<file path="src/rtl/scan_tap_pkg.sv">
// Package: shared state type for the test access port controller.
// Assumes a 4-bit state code; the name function serves benches and logs.
package scan_tap_pkg;

    localparam int ST_W = 4;

    typedef enum logic [ST_W-1:0] {
        ST_RESET  = 4'd0,
        ST_IDLE   = 4'd1,
        ST_SEL_DR = 4'd2,
        ST_CAP_DR = 4'd3,
        ST_SHF_DR = 4'd4,
        ST_EX1_DR = 4'd5,
        ST_PAU_DR = 4'd6,
        ST_EX2_DR = 4'd7,
        ST_UPD_DR = 4'd8,
        ST_SEL_IR = 4'd9,
        ST_CAP_IR = 4'd10,
        ST_SHF_IR = 4'd11,
        ST_EX1_IR = 4'd12,
        ST_PAU_IR = 4'd13,
        ST_EX2_IR = 4'd14,
        ST_UPD_IR = 4'd15
    } tap_st_e;

    // Maps a state code to a readable name for checking and messages.
    function automatic string tap_st_name(input tap_st_e s);
        case (s)
            ST_RESET:  return "RESET";
            ST_IDLE:   return "IDLE";
            ST_SEL_DR: return "SEL_DR";
            ST_CAP_DR: return "CAP_DR";
            ST_SHF_DR: return "SHF_DR";
            ST_EX1_DR: return "EX1_DR";
            ST_PAU_DR: return "PAU_DR";
            ST_EX2_DR: return "EX2_DR";
            ST_UPD_DR: return "UPD_DR";
            ST_SEL_IR: return "SEL_IR";
            ST_CAP_IR: return "CAP_IR";
            ST_SHF_IR: return "SHF_IR";
            ST_EX1_IR: return "EX1_IR";
            ST_PAU_IR: return "PAU_IR";
            ST_EX2_IR: return "EX2_IR";
            default:   return "UPD_IR";
        endcase
    endfunction

endpackage

</file>
<file path="src/rtl/scan_tap_next.sv">
// Module: next-state function of the controller.
// Purely combinational; assumes the mode-select input is already stable
// for the coming rising edge.
module scan_tap_next
    import scan_tap_pkg::*;
(
    input  tap_st_e cur_i,
    input  logic    tms_i,
    output tap_st_e nxt_o
);

    // Selects the successor state from the current state and mode-select.
    always_comb begin
        nxt_o = ST_RESET;
        case (cur_i)
            ST_RESET:  nxt_o = tms_i ? ST_RESET  : ST_IDLE;
            ST_IDLE:   nxt_o = tms_i ? ST_SEL_DR : ST_IDLE;
            ST_SEL_DR: nxt_o = tms_i ? ST_SEL_IR : ST_CAP_DR;
            ST_CAP_DR: nxt_o = tms_i ? ST_EX1_DR : ST_SHF_DR;
            ST_SHF_DR: nxt_o = tms_i ? ST_EX1_DR : ST_SHF_DR;
            ST_EX1_DR: nxt_o = tms_i ? ST_UPD_DR : ST_PAU_DR;
            ST_PAU_DR: nxt_o = tms_i ? ST_EX2_DR : ST_PAU_DR;
            ST_EX2_DR: nxt_o = tms_i ? ST_UPD_DR : ST_SHF_DR;
            ST_UPD_DR: nxt_o = tms_i ? ST_SEL_DR : ST_IDLE;
            ST_SEL_IR: nxt_o = tms_i ? ST_RESET  : ST_CAP_IR;
            ST_CAP_IR: nxt_o = tms_i ? ST_EX1_IR : ST_SHF_IR;
            ST_SHF_IR: nxt_o = tms_i ? ST_EX1_IR : ST_SHF_IR;
            ST_EX1_IR: nxt_o = tms_i ? ST_UPD_IR : ST_PAU_IR;
            ST_PAU_IR: nxt_o = tms_i ? ST_EX2_IR : ST_PAU_IR;
            ST_EX2_IR: nxt_o = tms_i ? ST_UPD_IR : ST_SHF_IR;
            ST_UPD_IR: nxt_o = tms_i ? ST_SEL_DR : ST_IDLE;
            default:   nxt_o = ST_RESET;
        endcase
    end

endmodule

</file>
<file path="src/rtl/scan_tap_state.sv">
// Module: state register of the controller.
// ASYNC_RST=1 makes the active-low reset act without a clock edge;
// ASYNC_RST=0 samples it on the rising test-clock edge.
module scan_tap_state
    import scan_tap_pkg::*;
#(
    parameter bit ASYNC_RST = 1'b1
) (
    input  logic    tck,
    input  logic    trst_n,
    input  logic    tms_i,
    input  tap_st_e nxt_i,
    output tap_st_e cur_o
);

    localparam int ONES_TO_RESET = 5;
    localparam int ONES_W        = $clog2(ONES_TO_RESET + 1);

    tap_st_e st_q;

    generate
        if (ASYNC_RST) begin : gen_async
            // Holds the current state; reset forces it at once.
            always_ff @(posedge tck or negedge trst_n) begin
                if (!trst_n) st_q <= ST_RESET;
                else         st_q <= nxt_i;
            end
        end else begin : gen_sync
            // Holds the current state; reset is taken on the rising edge.
            always_ff @(posedge tck) begin
                if (!trst_n) st_q <= ST_RESET;
                else         st_q <= nxt_i;
            end
        end
    endgenerate

    assign cur_o = st_q;

    // Counts consecutive high mode-select samples, saturating, for the check below.
    logic [ONES_W-1:0] ones_q;
    always_ff @(posedge tck or negedge trst_n) begin
        if (!trst_n)                                    ones_q <= '0;
        else if (!tms_i)                                ones_q <= '0;
        else if (ones_q != ONES_W'(ONES_TO_RESET))      ones_q <= ones_q + 1'b1;
    end


    five_ones_reach_reset_chk: assert property (@(posedge tck) disable iff (!trst_n)
        (ones_q == ONES_W'(ONES_TO_RESET)) |-> (st_q == ST_RESET));


    reset_sticks_chk: assert property (@(posedge tck) disable iff (!trst_n)
        (st_q == ST_RESET && tms_i) |=> (st_q == ST_RESET));


    idle_hold_chk: assert property (@(posedge tck) disable iff (!trst_n)
        (st_q == ST_IDLE && !tms_i) |=> (st_q == ST_IDLE));


    capture_follows_select_chk: assert property (@(posedge tck) disable iff (!trst_n)
        (st_q == ST_SEL_DR && !tms_i) |=> (st_q == ST_CAP_DR));

endmodule

</file>
<file path="src/rtl/scan_tap_strobe.sv">
// Module: strobe decode for the controller.
// Capture/shift enables and the reset flag are decoded from the state and
// used by registers at the next rising edge; update strobes and the output
// driver enable are retimed to the falling edge.
module scan_tap_strobe
    import scan_tap_pkg::*;
#(
    parameter bit ASYNC_RST = 1'b1
) (
    input  logic    tck,
    input  logic    trst_n,
    input  tap_st_e cur_i,
    output logic    tlr_o,
    output logic    cap_dr_o,
    output logic    shf_dr_o,
    output logic    upd_dr_o,
    output logic    cap_ir_o,
    output logic    shf_ir_o,
    output logic    upd_ir_o,
    output logic    tdo_en_o
);

    localparam int FALL_W = 3;

    logic [FALL_W-1:0] fall_d;
    logic [FALL_W-1:0] fall_q;

    // Decodes the rising-edge enables straight from the state.
    always_comb begin
        tlr_o    = (cur_i == ST_RESET);
        cap_dr_o = (cur_i == ST_CAP_DR);
        shf_dr_o = (cur_i == ST_SHF_DR);
        cap_ir_o = (cur_i == ST_CAP_IR);
        shf_ir_o = (cur_i == ST_SHF_IR);
    end

    // Forms the next values of the falling-edge strobes.
    always_comb begin
        fall_d[0] = (cur_i == ST_UPD_DR);
        fall_d[1] = (cur_i == ST_UPD_IR);
        fall_d[2] = (cur_i == ST_SHF_DR) || (cur_i == ST_SHF_IR);
    end

    generate
        if (ASYNC_RST) begin : gen_async
            // Retimes update and driver-enable strobes to the falling edge.
            always_ff @(negedge tck or negedge trst_n) begin
                if (!trst_n) fall_q <= '0;
                else         fall_q <= fall_d;
            end
        end else begin : gen_sync
            // Retimes update and driver-enable strobes to the falling edge.
            always_ff @(negedge tck) begin
                if (!trst_n) fall_q <= '0;
                else         fall_q <= fall_d;
            end
        end
    endgenerate

    assign upd_dr_o = fall_q[0];
    assign upd_ir_o = fall_q[1];
    assign tdo_en_o = fall_q[2];


    rise_strobes_onehot_chk: assert property (@(posedge tck) disable iff (!trst_n)
        $onehot0({tlr_o, cap_dr_o, shf_dr_o, cap_ir_o, shf_ir_o}));


    upd_dr_in_state_chk: assert property (@(posedge tck) disable iff (!trst_n)
        upd_dr_o |-> (cur_i == ST_UPD_DR));


    upd_ir_in_state_chk: assert property (@(posedge tck) disable iff (!trst_n)
        upd_ir_o |-> (cur_i == ST_UPD_IR));


    tdo_en_in_shift_chk: assert property (@(posedge tck) disable iff (!trst_n)
        tdo_en_o |-> (cur_i == ST_SHF_DR || cur_i == ST_SHF_IR));


    hold_states_quiet_chk: assert property (@(posedge tck) disable iff (!trst_n)
        (cur_i == ST_PAU_DR || cur_i == ST_PAU_IR) |=> !(upd_dr_o || upd_ir_o));

endmodule

</file>
<file path="src/rtl/scan_tap_ctrl.sv">
// Module: top of the test access port controller.
// Wires next-state logic, state register and strobe decode; the controlled
// registers and instruction decode live outside.
module scan_tap_ctrl
    import scan_tap_pkg::*;
#(
    parameter bit ASYNC_RST = 1'b1
) (
    input  logic            tck,
    input  logic            trst_n,
    input  logic            tms,
    output logic [ST_W-1:0] state_o,
    output logic            tlr_o,
    output logic            cap_dr_o,
    output logic            shf_dr_o,
    output logic            upd_dr_o,
    output logic            cap_ir_o,
    output logic            shf_ir_o,
    output logic            upd_ir_o,
    output logic            tdo_en_o
);

    tap_st_e cur_st;
    tap_st_e nxt_st;

    scan_tap_next u_next (
        .cur_i (cur_st),
        .tms_i (tms),
        .nxt_o (nxt_st)
    );

    scan_tap_state #(.ASYNC_RST(ASYNC_RST)) u_state (
        .tck    (tck),
        .trst_n (trst_n),
        .tms_i  (tms),
        .nxt_i  (nxt_st),
        .cur_o  (cur_st)
    );

    scan_tap_strobe #(.ASYNC_RST(ASYNC_RST)) u_strobe (
        .tck      (tck),
        .trst_n   (trst_n),
        .cur_i    (cur_st),
        .tlr_o    (tlr_o),
        .cap_dr_o (cap_dr_o),
        .shf_dr_o (shf_dr_o),
        .upd_dr_o (upd_dr_o),
        .cap_ir_o (cap_ir_o),
        .shf_ir_o (shf_ir_o),
        .upd_ir_o (upd_ir_o),
        .tdo_en_o (tdo_en_o)
    );

    assign state_o = cur_st;

endmodule

</file>
<file path="config.mk">
export PLATFORM = sky130hd
export DESIGN_NAME = scan_tap_ctrl
export DESIGN_NICKNAME = d
export VERILOG_FILES = /design/src/rtl/scan_tap_pkg.sv /design/src/rtl/scan_tap_next.sv /design/src/rtl/scan_tap_state.sv /design/src/rtl/scan_tap_strobe.sv /design/src/rtl/scan_tap_ctrl.sv
export SDC_FILE = /design/constraint.sdc
export NUM_CORES = 1
export LEC_CHECK = 0
export BUFFER_PORTS_ARGS = -buffer_cell sky130_fd_sc_hd__buf_4
export CORE_AREA = 3 3 40 42
export CTS_CLUSTER_DIAMETER = 40
export DETAILED_ROUTE_END_ITERATION = 10
export DIE_AREA = 0 0 43 45
export GPL_TIMING_DRIVEN = 0
export PLACE_DENSITY_LB_ADDON = 0.1
export SLEW_MARGIN = 20
export SYNTH_ARGS = -nofsm -noshare
export SYNTH_HDL_FRONTEND = slang
export SYNTH_HIERARCHICAL = 1
export SYNTH_SLANG_ARGS = --single-unit
export TNS_END_PERCENT = 100
</file>
<file path="constraint.sdc">
create_clock -name tck -period 1.4 [get_ports tck]
set_input_delay 0.21 -clock tck [delete_from_list [all_inputs] [get_ports tck]]
set_output_delay 0.21 -clock tck [all_outputs]
set_load 0.05 [all_outputs]
</file>
==> run summary, run 1 <==
Status: complete, but fails checks
Failing checks: setup timing
Mux share of post-synthesis cell area: 0%
Critical Path End Type: primary output
Final ANT Viol Nets: 0
DRT Pass-1 Iters: 3
Die area: 1940 um^2
Synth Area in Compound Gates: 19.7%
Xor/xnor share of the synthesized area: 1.94%
Critical path cell sequence: buf_6
Initial antenna violation count: 0
Post-synthesis adder-cell area fraction: 0%
Maxcap violations: 0
Pleak: 0.397 nW
Post-route insts no fill: 99
Iteration-0 DRC Markers: 6
Setup CP Type: reg -> out
Fin Clk Skew: 0.0132 ns
Synthesized area per cell: 8.86 um^2
Worst Path Max Fanout: 1
# DRC: 0
Gp weighted congestion: 0.706
Wire length per cell: 12.8 um
Core ar.: 1280 um^2
All-Layer GR Usage: 15.3%
Layout filler cell count: 100
Port bufs: 14
H-Tree Depth: 1
Final setup margin: -0.323 ns
Leading area contributor after synthesis: dfrtp_1
Ys Warns: 6
Seq cells post-synth: 7
Reg2reg setup slack: -0.18 ns
Placed Area: 606 um^2
Post-route setup TNS: -1.64 ns
CTS sink count: 7
Buf+Inv Stages, Crit Path: 1
Layout cells sized above 1: 61.9%
Synthesized-area fraction occupied by and/or/nand/nor cells: 32.4%
Async set-reset flop share out of synthesis: 100%
Dpl cells: 80
Worst Path Arrival: 1.51 ns
Fin. Hold Viols: 0
Count of final setup violators: 10
CP startpoint: u_strobe/fall_q[1]$_DFF_NN0_
Total Power: 2.30 mW
Max VDD drop: 1.02 mV
CTS tree: done
CTS clk-pin slew, worst paths: 0.05 ns
Required @ worst endpoint: 1.19 ns
Slew Viols, Final: 0
Layout area overhead: 94.7%
Delay-heaviest family, CP: flip-flops
Cells after synthesis: 51
Power Density: 2610 nW/um^2
Die width: 43 um
Fin area: 880 um^2
EDFF count, synth: 0
Util after Layout: 68.5%
Main combinational cell family by area after synthesis: simple AND/OR/NAND/NOR gates
Least-Margin Pin Slew: 0.215 ns
Hold Crit Class: in -> async
Top FF cell, synth: dfrtp_1
Via count: 515
Max_slew headroom: 85.6%
Total CTS buffers: 3
Diode count: 0
Count leader, synth: dfrtp_1
Net Count, Synth: 54
Critical Path Source Type: flop
Routed WL: 1270 um
Row cnt: 13
First-pass GRT wire length: 2210 um
Die Ht: 45 um
CTS root buf: clkbuf_4
Area share of the largest cell type after synthesis: 22.2%
Cell area after synthesis: 452 um^2
Largest net degree at the start of global routing: 11
DR vias/cell: 5.20
Final hold slack: 0.329 ns
Netlist cell types: 29
Sequential area share after synthesis: 38.8%
Initial Utilization: 35.2%
Critical path's slowest cell: dfrtn_1
Total congestion overflow: 0
Vias in the first global route: 496
Clk buf depth: 2
Worst-Skew Late Latency: 0.25 ns
Ports: 15
Setup WS pre-CTS: -0.223 ns
RSZ-0062 raised after global routing: true
Worst r2r src: u_state/cur_o[0]$_DFF_PN0_
Fin nets: 88
Final HPWL DP: 795 um
Top cells by area, synth: dfrtp_1 (22%), dfrtn_1 (17%), nand2b_1 (4.2%)
Max incr delay on CP: 0.40 ns
routing by layer:
layer / vias up / global-route usage, % / routed length (um)
met5: - / 0 / 0
met4: 0 / 9.04 / 21
met3: 2 / 2.39 / 72
met2: 20 / 25.4 / 613
met1: 240 / 18.8 / 564
li1: 253 / - / -
power breakdown:
group          leakage [nW]  switching, mW  internal [mW]
clock                0.0150         0.0700          0.108
sequential           0.0858          0.147          0.290
combinational         0.297          0.895          0.789
total                 0.397           1.11           1.19
area by class of cell:
cell class	count	area (um^2)	area share, %
flip-flops and latches	7	180	20.5
clock buffers	4	26.3	2.99
multi-input cells	39	330	37.6
well taps	15	18.8	2.13
plain buffers	5	46.3	5.26
repair buffers	29	278	31.6
registers in the layout (all words and copies together), names as in the netlist:
name             count
u_state/cur_o        4
u_strobe/fall_q      3
final timing paths:
check / to / cells after the start
worst min register to register: u_state/cur_o[3]$_DFF_PN0_ / 3
max in group asynchronous: u_strobe/fall_q[0]$_DFF_NN0_ / 2
worst max-delay path: upd_ir_o / 1
worst min-delay path: u_state/cur_o[1]$_DFF_PN0_ / 2
min in group tck: u_state/cur_o[2]$_DFF_PN0_ / 4
worst max register to register: u_strobe/fall_q[2]$_DFF_NN0_ / 2
kinds of logic after synthesis:
family,Yosys count
and+or+nand+nor,25
DFF,7
xor gates and xnor gates,1
AOI/OAI and AO/OA,13
buffers and inverters,5
what timing repair did:
action                                  CTS  global route
buffers inserted                         11             2
pin swaps                                 5             7
resized for setup                        19            14
endpoints found under the setup margin   11            14
hold buffers                              1             0
endpoints found under the hold margin     4             0
cloned                                    0             1
placed cells by master, fill, tap and decap left out, drive strengths merged:
| cell type | n |
|---|---|
| a211o | 2 |
| a211oi | 1 |
| a21oi | 2 |
| and2 | 1 |
| and3 | 1 |
| buf | 31 |
| clkbuf | 6 |
| dfrtn | 3 |
| dfrtp | 4 |
| dlygate4sd3 | 1 |
| nand2 | 4 |
| nand2b | 3 |
| nand3 | 3 |
| nand3b | 1 |
| nor2 | 3 |
| nor2b | 2 |
| nor3 | 3 |
| nor3b | 2 |
| nor4 | 1 |
| nor4b | 1 |
| o21ai | 3 |
| o21bai | 1 |
| o221ai | 1 |
| o22ai | 1 |
| o31ai | 1 |
| o32ai | 1 |
| xnor2 | 1 |
No activity file was read; power rests on OpenSTA's default activity.
==> run 2, diff against run 1 <==
CORE_AREA = 2 2 39 41   (was 3 3 40 42)
DIE_AREA = 0 0 41 43   (was 0 0 43 45)
==> run 2 against run 1 <==
The flow still finishes with violations (setup timing). Sequential power about the same. Critical path depth unchanged. Die area decreased by 8.9%. Register-to-register slack got worse by 0.02 ns. Setup slack got worse by 0.014 ns.
==> run summary, run 2 (same netlist as run 1, synthesis figures left out) <==
Clk buf depth: 2 (unchanged)
Layout area overhead: 99.4%
Initial antenna violation count: 0 (unchanged)
CTS tree: done
Max incr delay on CP: 0.41 ns (about the same)
DRT Pass-1 Iters: 4 (+1)
CTS clk-pin slew, worst paths: 0.05 ns (about the same)
Reg area: 180 um^2 (unchanged)
Setup CP Type: reg -> out
Worst-Skew Late Latency: 0.25 ns (about the same)
Critical Path End Type: primary output
Critical path cell sequence: buf_6
Slew Viols, Final: 0 (unchanged)
Wire length per cell: 13.4 um (+4.6%)
All-Layer GR Usage: 17.5% (+2.2 points)
Fin nets: 87 (-1.1%)
Status: complete, but fails checks
First-pass GRT wire length: 2080 um (-5.9%)
Required @ worst endpoint: 1.19 ns (about the same)
RSZ-0062 raised after global routing: true
Final HPWL DP: 807 um (+1.5%)
Layout cells sized above 1: 63.9% (+2.0 points)
Least-Margin Pin Slew: 0.232 ns (+0.0179 ns)
Delay-heaviest family, CP: flip-flops
Footprint of the multi-input gates: 354 um^2 (+7.2%)
Diode count: 0 (unchanged)
Die area: 1760 um^2 (-8.9%)
CTS root buf: clkbuf_4
Setup WS pre-CTS: -0.232 ns (-0.00950 ns)
Gp weighted congestion: 0.682 (-3.4%)
Routed WL: 1330 um (+4.6%)
# DRC: 0 (unchanged)
Most frequent cells in the layout: buf_6 (16), buf_4 (11), clkbuf_4 (4), dfrtp_2 (4)
CTS sink count: 7 (unchanged)
Total CTS buffers: 3 (unchanged)
Final ANT Viol Nets: 0 (unchanged)
Critical Path Source Type: flop
Worst Path Max Fanout: 1 (unchanged)
Core ar.: 1380 um^2 (+7.7%)
Fin Clk Skew: 0.0141 ns (+0.000922 ns)
Total congestion overflow: 0 (unchanged)
Util after Layout: 65.1% (-3.4 points)
Critical path's slowest cell: dfrtn_1
Worst Path Arrival: 1.53 ns (+0.02 ns)
Maxcap violations: 0 (unchanged)
Ports: 15 (unchanged)
Max reg flops: 4 (unchanged)
Pleak: 0.401 nW (+0.94%)
Max_slew headroom: 84.5% (-1.1 points)
Iteration-0 DRC Markers: 12 (+6)
Port bufs: 14 (unchanged)
Max VDD drop: 1.31 mV (+28%)
Initial Utilization: 32.6% (-2.5 points)
Die width: 41 um (-4.7%)
DR vias/cell: 5.20 (unchanged)
Power Density: 2610 nW/um^2 (-0.12%)
Count of final setup violators: 10 (unchanged)
Post-route setup TNS: -1.76 ns (-0.116 ns)
Fin. Hold Viols: 0 (unchanged)
Failing checks: setup timing
Buf+Inv Stages, Crit Path: 1 (unchanged)
H-Tree Depth: 1 (unchanged)
Hold Crit Class: in -> async
Row cnt: 14 (+1)
Largest net degree at the start of global routing: 11 (unchanged)
Vias in the first global route: 479 (-3.4%)
Via count: 515 (unchanged)
Die Ht: 43 um (-4.4%)
Commonest non-fill, non-tap cell in the layout: buf_6
Total Power: 2.35 mW (+2.3%)
Layout filler cell count: 110 (+10%)
Final setup margin: -0.337 ns (-0.0142 ns)
## run 2: worst paths after layout
kind	from	to	slack [ns]	cells past startpoint
min reg2reg	u_state/cur_o[2]$_DFF_PN0_	u_state/cur_o[3]$_DFF_PN0_	0.83	3
max reg2reg	u_state/cur_o[1]$_DFF_PN0_	u_strobe/fall_q[2]$_DFF_NN0_	-0.20	2
min in group tck	tms	u_state/cur_o[2]$_DFF_PN0_	0.43	4
min	trst_n	u_state/cur_o[0]$_DFF_PN0_	0.32	2
max	u_strobe/fall_q[1]$_DFF_NN0_	upd_ir_o	-0.34	1
max in group asynchronous	trst_n	u_strobe/fall_q[1]$_DFF_NN0_	0.35	2
## run 2: power breakdown
part           switching [mW]  total (mW)  internal, mW  leakage, nW
Combinational           0.934        1.74         0.803        0.300
Sequential              0.150       0.440         0.290       0.0858
Clock                  0.0662       0.174         0.108       0.0150
Total                    1.15        2.35          1.20        0.401
## run 2: routing by layer
metal,track usage (%),wire length [um]
met4,12.0,20
met3,1.57,37
met2,30.0,751
met1,18.4,520
met5,0,0
## run 2: per-stage QoR
step           cells  cell area, um^2  hold WS, ns
3_3_place_gp      81              607       0.0281
2_1_floorplan     51              482      -0.0856
4_1_cts           95              778        0.312
6_report          99              901        0.318
5_1_grt           99              901        0.312
3_5_place_dp      81              607       0.0275
## run 2: final cells by class
type / count / share of cell area (%)
flip-flops and latches: 7 / 20.0
plain buffers: 5 / 4.72
well taps: 16 / 2.22
repair buffers: 28 / 30.8
clock buffers: 4 / 2.92
multi-input cells: 39 / 39.3
## run 2: what timing repair did
action,CTS,global route
gates cloned,0,1
pin swaps,4,5
hold endpoints to repair,4,0
buffers inserted,9,3
setup endpoints to repair,11,13
hold buffers,1,0
resized for setup,17,23
==> run 3, diff against run 2 <==
PLACE_DENSITY_LB_ADDON = unset   (was 0.1)
==> run 3 against run 2 <==
The run still ends with setup timing left. Utilization fell by 4.6 points. Combinational power fell by 9%. Sequential power fell by 8.2%. Sequential cell count did not move. Total power fell by 7.8%. Non-clock buffer count fell by 2. Critical path type unchanged. Critical endpoint is now tdo_en_o. Highest routed layer is now met3.
==> run summary, run 3 (same netlist as run 1, synthesis figures left out) <==
Fin nets: 85 (-2.3%)
Max VDD drop: 0.812 mV (-38%)
Layout filler cell count: 119 (+8.2%)
Gp weighted congestion: 0.694 (+1.7%)
Final hold slack: 0.317 ns (-0.00155 ns)
Delay-heaviest family, CP: flip-flops
Routed WL: 1210 um (-9.2%)
Worst-case reg-to-reg path depth: 2 (unchanged)
Failing checks: setup timing
Least-Margin Pin Slew: 0.217 ns (-0.0160 ns)
CTS sink count: 7 (unchanged)
Slew Viols, Final: 0 (unchanged)
Power Density: 2590 nW/um^2 (-0.74%)
Required @ worst endpoint: 1.19 ns (about the same)
Port bufs: 14 (unchanged)
Maxcap violations: 0 (unchanged)
R2r endpoint: u_strobe/fall_q[2]$_DFF_NN0_
Critical path cell sequence: buf_6
Setup WS pre-CTS: -0.220 ns (+0.0118 ns)
All-Layer GR Usage: 15.8% (-1.6 points)
Reg2reg setup slack: -0.16 ns (+0.04 ns)
Max incr delay on CP: 0.40 ns (about the same)
Proportion of power drawn by combinational gates: 73.2% (-0.7 points)
Internal: 1.11 mW (-7.8%)
H-Tree Depth: 1 (unchanged)
Die area: 1760 um^2 (unchanged)
CTS tree: done
Worst-Skew Late Latency: 0.26 ns (about the same)
# DRC: 0 (unchanged)
Reg area: 180 um^2 (unchanged)
Setup CP Type: reg -> out
Switch Pwr: 1.06 mW (-7.7%)
Clk buf depth: 2 (unchanged)
Total congestion overflow: 0 (unchanged)
Count of final setup violators: 9 (-1)
Largest net degree at the start of global routing: 11 (unchanged)
Final ANT Viol Nets: 0 (unchanged)
Via count: 480 (-6.8%)
DR vias/cell: 4.95 (-4.9%)
Fin Clk Skew: 0.0118 ns (-0.00222 ns)
Initial antenna violation count: 0 (unchanged)
Row cnt: 14 (unchanged)
Critical path's slowest cell: dfrtn_1
Clk network pwr share: 8.2% (+0.8 points)
First-pass GRT wire length: 1880 um (-9.9%)
Layout area overhead: 85.3%
Commonest non-fill, non-tap cell in the layout: buf_6
CP startpoint: u_strobe/fall_q[2]$_DFF_NN0_
Core ar.: 1380 um^2 (unchanged)
Worst Path Arrival: 1.51 ns (-0.02 ns)
Hold Crit Class: in -> async
Final HPWL DP: 744 um (-7.9%)
Max_slew headroom: 85.4% (+0.94 points)
Iteration-0 DRC Markers: 3 (-9)
Worst Setup EP: tdo_en_o
CTS clk-pin slew, worst paths: 0.05 ns (about the same)
Critical Path Source Type: flop
Vias in the first global route: 451 (-5.8%)
Worst Path Max Fanout: 1 (unchanged)
Diode count: 0 (unchanged)
Final setup margin: -0.318 ns (+0.0199 ns)
Status: complete, but fails checks
Worst r2r src: u_state/cur_o[0]$_DFF_PN0_
Wire length per cell: 12.4 um (-7.3%)
Total CTS buffers: 3 (unchanged)
DRT Pass-1 Iters: 4 (unchanged)
Layout cells sized above 1: 61.7% (-2.1 points)
Buf+Inv Stages, Crit Path: 1 (unchanged)
Fin. Hold Viols: 0 (unchanged)
Initial Utilization: 32.6% (unchanged)
Sequential group share of total power: 18.6% (about the same)
Footprint of the multi-input gates: 318 um^2 (-10%)
Critical path depth in cells: 1 (unchanged)
Die width: 41 um (unchanged)
Sw Share: 48.9% (about the same)
Ports: 15 (unchanged)
Critical Path End Type: primary output
Die Ht: 43 um (unchanged)
Pleak: 0.374 nW (-6.8%)
Max reg flops: 4 (unchanged)
CTS root buf: clkbuf_4
Most frequent cells in the layout: buf_6 (14), buf_4 (13), clkbuf_4 (4), dfrtp_2 (4)
RSZ-0062 raised after global routing: true
run 3: final cells by class:
type / instances / area share, %
Multi-Input combinational cell: 39 / 38.0
Tap cell: 16 / 2.39
Buffer: 5 / 5.53
Sequential cell: 7 / 21.5
Clock buffer: 4 / 3.14
Timing Repair Buffer: 26 / 29.4
run 3: per-stage QoR:
stage / setup TNS, ns / cells / total power [mW] / util (%) / area [um^2]
floorplan: -2.97 / 51 / 1.25 / - / 482
global placement: -0.772 / 81 / 1.53 / 43.9 / 607
detailed placement: -0.791 / 81 / 1.54 / 43.9 / 607
CTS: -1.66 / 95 / 2.03 / 55.9 / 773
global route: -2.07 / 97 / 2.31 / 60.5 / 837
finish: -1.64 / 97 / 2.17 / 60.5 / 837
run 3: routing by layer:
metal | routed length [um] | vias to the layer above | global-route usage [%]
met4 | 0 | 0 | 10.0
met5 | 0 | - | 0
li1 | - | 246 | -
met1 | 494 | 217 | 17.3
met3 | 77 | 0 | 3.14
met2 | 635 | 17 | 25.9
run 3: what timing repair did:
action,in CTS,in global routing
pin swaps,1,5
hold buffers,1,0
endpoints found under the hold margin,4,0
setup endpoints to repair,11,14
gates resized for setup,16,15
buffers inserted,9,3
run 3: how the worst min path moves through the flow:
| stage | endpoint | cells past startpoint | slack, ns | start |
|---|---|---|---|---|
| global route | u_state/cur_o[1]$_DFF_PN0_ | 2 | 0.33 | trst_n |
| finish | u_state/cur_o[1]$_DFF_PN0_ | 2 | 0.32 | trst_n |
| CTS | u_state/cur_o[3]$_DFF_PN0_ | 2 | 0.31 | trst_n |
| global placement | u_state/cur_o[2]$_DFF_PN0_ | 1 | 0.03 | trst_n |
| floorplan | u_state/cur_o[0]$_DFF_PN0_ | 0 | -0.09 | trst_n |
| detailed placement | u_state/cur_o[3]$_DFF_PN0_ | 1 | 0.03 | trst_n |
run 3: power by group through the flow:
stage          clock network [mW]  registers (mW)  logic (mW)
4_1_cts                     0.190           0.400        1.44
5_1_grt                     0.205           0.413        1.70
2_1_floorplan                   0           0.674       0.576
3_3_place_gp                    0           0.450        1.08
3_5_place_dp                    0           0.453        1.09
6_report                    0.177           0.404        1.59
